`src/rtl/burst_seq_pkg.sv`:
```
package burst_seq_pkg;

    typedef enum logic {
        ORD_LINEAR     = 1'b0,
        ORD_INTERLEAVE = 1'b1
    } order_e;

    localparam order_e ORDER_AFTER_RESET = ORD_INTERLEAVE;

    function automatic order_e order_from_pin(input logic pin);
        return pin ? ORD_INTERLEAVE : ORD_LINEAR;
    endfunction

endpackage

```
`src/rtl/burst_strobe_qual.sv`:
```
module burst_strobe_qual (
    input  logic proc_strb_n,
    input  logic ctrl_strb_n,
    input  logic cs1_n,
    output logic load
);
    logic proc_hit;
    logic ctrl_hit;

    always_comb begin
        proc_hit = !proc_strb_n && !cs1_n;
        ctrl_hit = !ctrl_strb_n;
        load     = proc_hit || ctrl_hit;
    end
endmodule

```
`src/rtl/burst_beat_counter.sv`:
```
module burst_beat_counter #(
    parameter int BEAT_W = 2
) (
    input  logic              clk,
    input  logic              rst,
    input  logic              load,
    input  logic              step,
    output logic [BEAT_W-1:0] beat
);
    logic [BEAT_W-1:0] beat_q;

    always_ff @(posedge clk) begin
        if (rst) begin
            beat_q <= '0;
        end else if (load) begin
            beat_q <= '0;
        end else if (step) begin
            beat_q <= beat_q + 1'b1;
        end
    end

    assign beat = beat_q;

    AST_BEAT_STEP: assert property (@(posedge clk) disable iff (rst)
        (!load && step) |=> beat == BEAT_W'($past(beat) + 1'b1));
    AST_BEAT_RESTART: assert property (@(posedge clk) disable iff (rst)
        load |=> beat == '0);
endmodule

```
`src/rtl/burst_order_map.sv`:
```
module burst_order_map
    import burst_seq_pkg::*;
#(
    parameter int BEAT_W = 2
) (
    input  logic [BEAT_W-1:0] start_low,
    input  logic [BEAT_W-1:0] beat,
    input  order_e            order,
    output logic [BEAT_W-1:0] low_out
);
    logic [BEAT_W-1:0] xor_low;
    logic [BEAT_W-1:0] sum_low;

    for (genvar b = 0; b < BEAT_W; b++) begin : g_xor_bit
        assign xor_low[b] = start_low[b] ^ beat[b];
    end

    always_comb begin
        sum_low = start_low + beat;
        low_out = (order == ORD_INTERLEAVE) ? xor_low : sum_low;
    end
endmodule

```
`src/rtl/burst_addr_seq.sv`:
```
module burst_addr_seq
    import burst_seq_pkg::*;
#(
    parameter int ADDR_W = 18,
    parameter int BEAT_W = 2
) (
    input  logic              clk,
    input  logic              rst,
    input  logic [ADDR_W-1:0] addr_i,
    input  logic              proc_strb_n,
    input  logic              ctrl_strb_n,
    input  logic              adv_n,
    input  logic              order_sel,
    input  logic              cs1_n,
    output logic [ADDR_W-1:0] addr_o,
    output logic [BEAT_W-1:0] beat_o
);
    localparam int UP_W = ADDR_W - BEAT_W;

    typedef struct packed {
        logic [UP_W-1:0]   upper;
        logic [BEAT_W-1:0] start_low;
        order_e            order;
    } burst_base_t;

    burst_base_t       base_q;
    logic              load;
    logic [BEAT_W-1:0] beat;
    logic [BEAT_W-1:0] low_now;

    burst_strobe_qual u_qual (
        .proc_strb_n (proc_strb_n),
        .ctrl_strb_n (ctrl_strb_n),
        .cs1_n       (cs1_n),
        .load        (load)
    );

    always_ff @(posedge clk) begin
        if (rst) begin
            base_q.upper     <= '0;
            base_q.start_low <= '0;
            base_q.order     <= ORDER_AFTER_RESET;
        end else if (load) begin
            base_q.upper     <= addr_i[ADDR_W-1:BEAT_W];
            base_q.start_low <= addr_i[BEAT_W-1:0];
            base_q.order     <= order_from_pin(order_sel);
        end
    end

    burst_beat_counter #(.BEAT_W(BEAT_W)) u_cnt (
        .clk  (clk),
        .rst  (rst),
        .load (load),
        .step (!adv_n),
        .beat (beat)
    );

    burst_order_map #(.BEAT_W(BEAT_W)) u_map (
        .start_low (base_q.start_low),
        .beat      (beat),
        .order     (base_q.order),
        .low_out   (low_now)
    );

    assign addr_o = {base_q.upper, low_now};
    assign beat_o = beat;

    AST_CTRL_LOAD: assert property (@(posedge clk) disable iff (rst)
        !ctrl_strb_n |=> (addr_o == $past(addr_i)) && (beat_o == '0));
    AST_PROC_IGNORED: assert property (@(posedge clk) disable iff (rst)
        (cs1_n && ctrl_strb_n && adv_n) |=> $stable(addr_o) && $stable(beat_o));
    AST_UPPER_HOLD: assert property (@(posedge clk) disable iff (rst)
        !load |=> $stable(addr_o[ADDR_W-1:BEAT_W]));
    AST_IDLE_HOLD: assert property (@(posedge clk) disable iff (rst)
        (proc_strb_n && ctrl_strb_n && adv_n) |=> $stable(addr_o) && $stable(beat_o));
endmodule

```
`config.mk`:
```
export PLATFORM = sky130hd
export DESIGN_NAME = burst_addr_seq
export DESIGN_NICKNAME = d
export VERILOG_FILES = /design/src/rtl/burst_seq_pkg.sv /design/src/rtl/burst_strobe_qual.sv /design/src/rtl/burst_beat_counter.sv /design/src/rtl/burst_order_map.sv /design/src/rtl/burst_addr_seq.sv
export SDC_FILE = /design/constraint.sdc
export NUM_CORES = 1
export LEC_CHECK = 0
export CORE_MARGIN = 1.5
export CORE_UTILIZATION = 43
export CTS_CLUSTER_DIAMETER = 120
export CTS_CLUSTER_SIZE = 28
export DETAILED_ROUTE_END_ITERATION = 16
export MAX_ROUTING_LAYER = met4
export PLACE_DENSITY = 0.89
export SYNTH_ARGS = -nofsm -noshare
export SYNTH_HDL_FRONTEND = slang
export SYNTH_SLANG_ARGS = --single-unit
```
`constraint.sdc`:
```
create_clock -name clk -period 1.7 [get_ports clk]
set_input_delay 0.425 -clock clk [delete_from_list [all_inputs] [get_ports clk]]
set_output_delay 0.425 -clock clk [all_outputs]
set_load 0.005 [all_outputs]
```
Yosys cells after proc, flatten, opt, wreduce, memory -nomap -nowiden
Index checks and enable logic that the tools add are counted.

Add/subtract/negate cells: 2. Muxes and demuxes: 2. Bitwise operators: 2. Reductions and logical operators: 6.

Operators with widths (number): 1-bit zero test (3); 2-bit by 1-bit adder with 2-bit output (second input constant) (1); 2-bit adder (1); 2-bit two-way mux (1); 2-bit OR reduction (1); 1-bit bitwise XOR (2); 1-bit logical AND (1); 1-bit logical OR (1); 1-bit two-way mux (1).

Flip-flop bits (word level): 21.

Longest topological paths before layout
Depth in word-level cells: 4. Mapped depth: 5. Depth with buffers taken out: 3.

Modules after synthesis
A second synthesis with hierarchy kept.

Cell total of the unflattened synthesis: 91. Area total of the unflattened synthesis: 938.4 µm².

By module, submodules not included: burst_addr_seq (times used 1, cells an instance 78, area an instance 812.0 µm²); burst_beat_counter (times used 1, cells an instance 8, area an instance 85.1 µm²); burst_order_map (times used 1, cells an instance 4, area an instance 36.3 µm²); burst_strobe_qual (times used 1, cells an instance 1, area an instance 5.0 µm²).

Least setup slack after synthesis
Ideal clock, no wire load.

Path kind: reg-to-output. From: reg u_cnt.beat_q[0] (netlist: u_cnt.beat[0]). To: out addr_o[1]. Data arrival time: 0.783 ns. Data required time: 1.275 ns. Setup slack: 0.492 ns. Stages on the path, launching flop included: 4. Path buffers: 0. Path through: dfxtp_1 > ha_1 > nor2b_1 > xnor2_1.

Cells in the longest elaborated chain, start to end: 2.

RTL lines: from (decl) (line burst_beat_counter.sv:10) `logic [BEAT_W-1:0] beat_q;`; from (signal assigned) (line burst_beat_counter.sv:18) `beat_q <= beat_q + 1'b1;`; 2-bit adder (line burst_order_map.sv:19) `sum_low = start_low + beat;`; 2-bit two-way mux (line burst_order_map.sv:20) `low_out = (order == ORD_INTERLEAVE) ? xor_low : sum_low;`; to (decl) (line burst_addr_seq.sv:15) `output logic [ADDR_W-1:0] addr_o,`.

Every way passes these cells.

Final worst setup path
Ends and elaborated chain as after synthesis.

==> results.toml <==
[critical_path]
path_cells = "ha_2 -> nor2b_4 -> xnor2_2 -> buf_2"
rrSetupSlack_ps = 760
worstSetupPathType = "reg -> out"
rr_endpoint = "u_cnt.beat[1]"
cp-startpoint = "u_cnt.beat[0]"
worst_r2r_path_depth = 4
slowest_stage = "dfxtp_2"
cp-start-kind = "register"
endpoint_kind = "primary output"
r2r-start = "u_cnt.beat[0]"
endpoint = "addr_o[1]"
cp.arrival_ps = 1200
cp_max_fo = 2
worstPathRequired_ps = 1270
slowest_delay_ps = 340

[synth]
ys_warn_count = 0
syn_avg_cell_area_sq_um = 8.634
synth_top_cells_by_area = "dfxtp_1 (44%), buf_4 (13%), nand2_1 (13%)"
syn-cell-area_sq_um = 958.4
syn_inst = 111
yosysTopAreaCellShare_pct = 43.86
synth_cell_type_count = 18
ys_seq_area_share_pct = 43.86
yosys_register_bits = 21
synth_area_leader_cell = "dfxtp_1"
syn-num-nets = 137

[route]
met3WireLength_um = 105
drt_iter0_markers = 12
wl_um = 2171
drt_first_pass_iters = 4
wl_met1_um = 878
wl_per_cell_um = 12.70
antenna_left = 0
vias_per_cell = 4.778
top_layer_used = "met4"
dr_wl_met2_um = 1116
drcViolationCount = 0
num_vias = 817

[floorplanning]
die_x_um = 50.21
coreArea_sq_um = 2022
io_pins = 45
die_h_um = 50.21
start_util_pct = 47.40
dieArea_sq_um = 2521
rows = 16

[clock_tree]
holdBufCountCts = 0
clk_path_buf_depth = 2
clk_latency_ps = 300
post_cts_buffers = 0
cts.sinks = 21
cts_root_buf = "clkbuf_4"
cts.clk_slew.worst_paths_ps = 110
tritoncts = "done"
htreeDepth = 1
cts-buffers-inserted = 3

[sta]
min_period_ps = 1630
hold_slack_ps = 460.6
worst_slack_ps = 70.29
slew_violations = 0
max_freq_mhz = 613.6
skew_ps = 0.09009
hold_violations = 0
worstMarginPinSlew_ps = 241.4
rsz0062_at_grt = "no"
worst_slew_margin_rel_pct = 83.79
fin_crit_sh_pct = 95.87
setup-violations-final = 0

[placed_design]
dp_slack_ps = -7.738
place_congestion = 0.6899
io_buffers = 44
dp_hpwl_um = 1657
place_inst = 167
placedInstanceArea_sq_um = 1339

[final_layout]
fin_cells = 171
drive_above_1_share_pct = 20.83
area_growth_pct = 44.52
layout_common_cells = "clkdlybuf4s50_1 (40), nand2_1 (34), dfxtp_1 (18)"
mostFrequentLayoutCell = "clkdlybuf4s50_1"
final_net_count = 171
fill_cells = 159
final_area_sq_um = 1385
antenna_cells = 0

[pwr]
fin_total_pwr_w = 0.0009901
power_density_nw_per_um2 = 714.9
p_leak_nw = 0.5622
peakVddDrop_uv = 518.4

[global_route]
antenna_found_initial = 0
grt_pass1_wl_um = 3318
grt_max_degree = 22
overflow = 0
grt.total_usage_pct = 18.04
grt_pass1_vias = 804

[run_status]
status = "completed"

[flow_run]
cap_violations = 0

[hold_path]
hold_path_startpoint = "addr_o[3]"
hp-class = "reg -> reg"
-- report_power, final --
| part | switching [W] | total, W | internal [W] |
|---|---|---|---|
| logic | 0.0000831 | 0.000220 | 0.000137 |
| registers | 0.0000169 | 0.000539 | 0.000522 |
| clock network | 0.000140 | 0.000231 | 0.0000913 |
-- kinds of logic (layout without fill, tap and decap cells) --
family	Yosys count	after routing	synth area share, %
xor gates and xnor gates	3	3	2.742
AOI/OAI and AO/OA	20	20	15.01
DFF	21	21	43.86
adders and majority gates	1	1	1.305
buffers and inverters	22	55	17.88
and+or+nand+nor	44	44	19.19
-- worst min-delay path by stage --
stage,to,slack [ps],cells past startpoint
6_report,addr_o[3],460,2
3_5_place_dp,addr_o[3],450,2
3_3_place_gp,addr_o[5],440,2
2_1_floorplan,addr_o[10],430,2
4_1_cts,addr_o[3],460,2
5_1_grt,addr_o[14],480,2
-- flip-flops by register name, summed over array words and instances, names as in the netlist --
name / cells
base_q: 3
u_cnt.beat: 2
addr_o: 16
-- worst max-delay path: cells and delay by family, from the launching register on --
kind          cells  cell delay [ps]
flops             1              340
fa+ha+maj         1              170
xor+xnor          1              140
simple gates      1              130
buf+inv           1              130
-- final cells by class --
class | count | area, sq um | share of cell area, %
multi-input cells | 68 | 384.1 | 27.73
repair buffers | 51 | 516.7 | 37.31
clock buffers | 4 | 26.28 | 1.897
well taps | 27 | 33.78 | 2.439
flip-flops and latches | 21 | 424.2 | 30.62
-- per-layer routing --
layer | vias to the layer above | track usage [%]
li1 | 407 | -
met1 | 367 | 21.01
met2 | 35 | 29.61
met5 | - | -
met4 | 0 | 12.50
met3 | 8 | 1.190
-- synthesized netlist by cell type --
cell and count:
nand2_2 2, a21oi_1 8, buf_4 17, nor3_1 3, o21a_1 1, a21oi_2 10, buf_12 1, buf_1 2
o21ai_2 1, nor4_1 1, buf_6 1, xnor2_1 3, nor2b_1 3, dfxtp_1 21, ha_1 1, buf_2 1
nand2_1 34, nor2_1 1
-- repair_timing --
| item | in CTS | in global routing |
|---|---|---|
| pin swaps | 0 | 1 |
| gates resized for setup | 5 | 9 |
| endpoints found under the setup margin | 3 | 3 |
| endpoints found under the hold margin | 0 | 0 |
-- per-stage QoR --
step | TNS (ps) | util [%]
after floorplan | 0 | -
after global placement | 0 | 66.21
after detailed placement | -7.738 | 66.21
after CTS | -52.61 | 67.57
after global routing | 0 | 68.50
final | 0 | 68.50
Note: power is estimated with default switching activity, not from simulation.
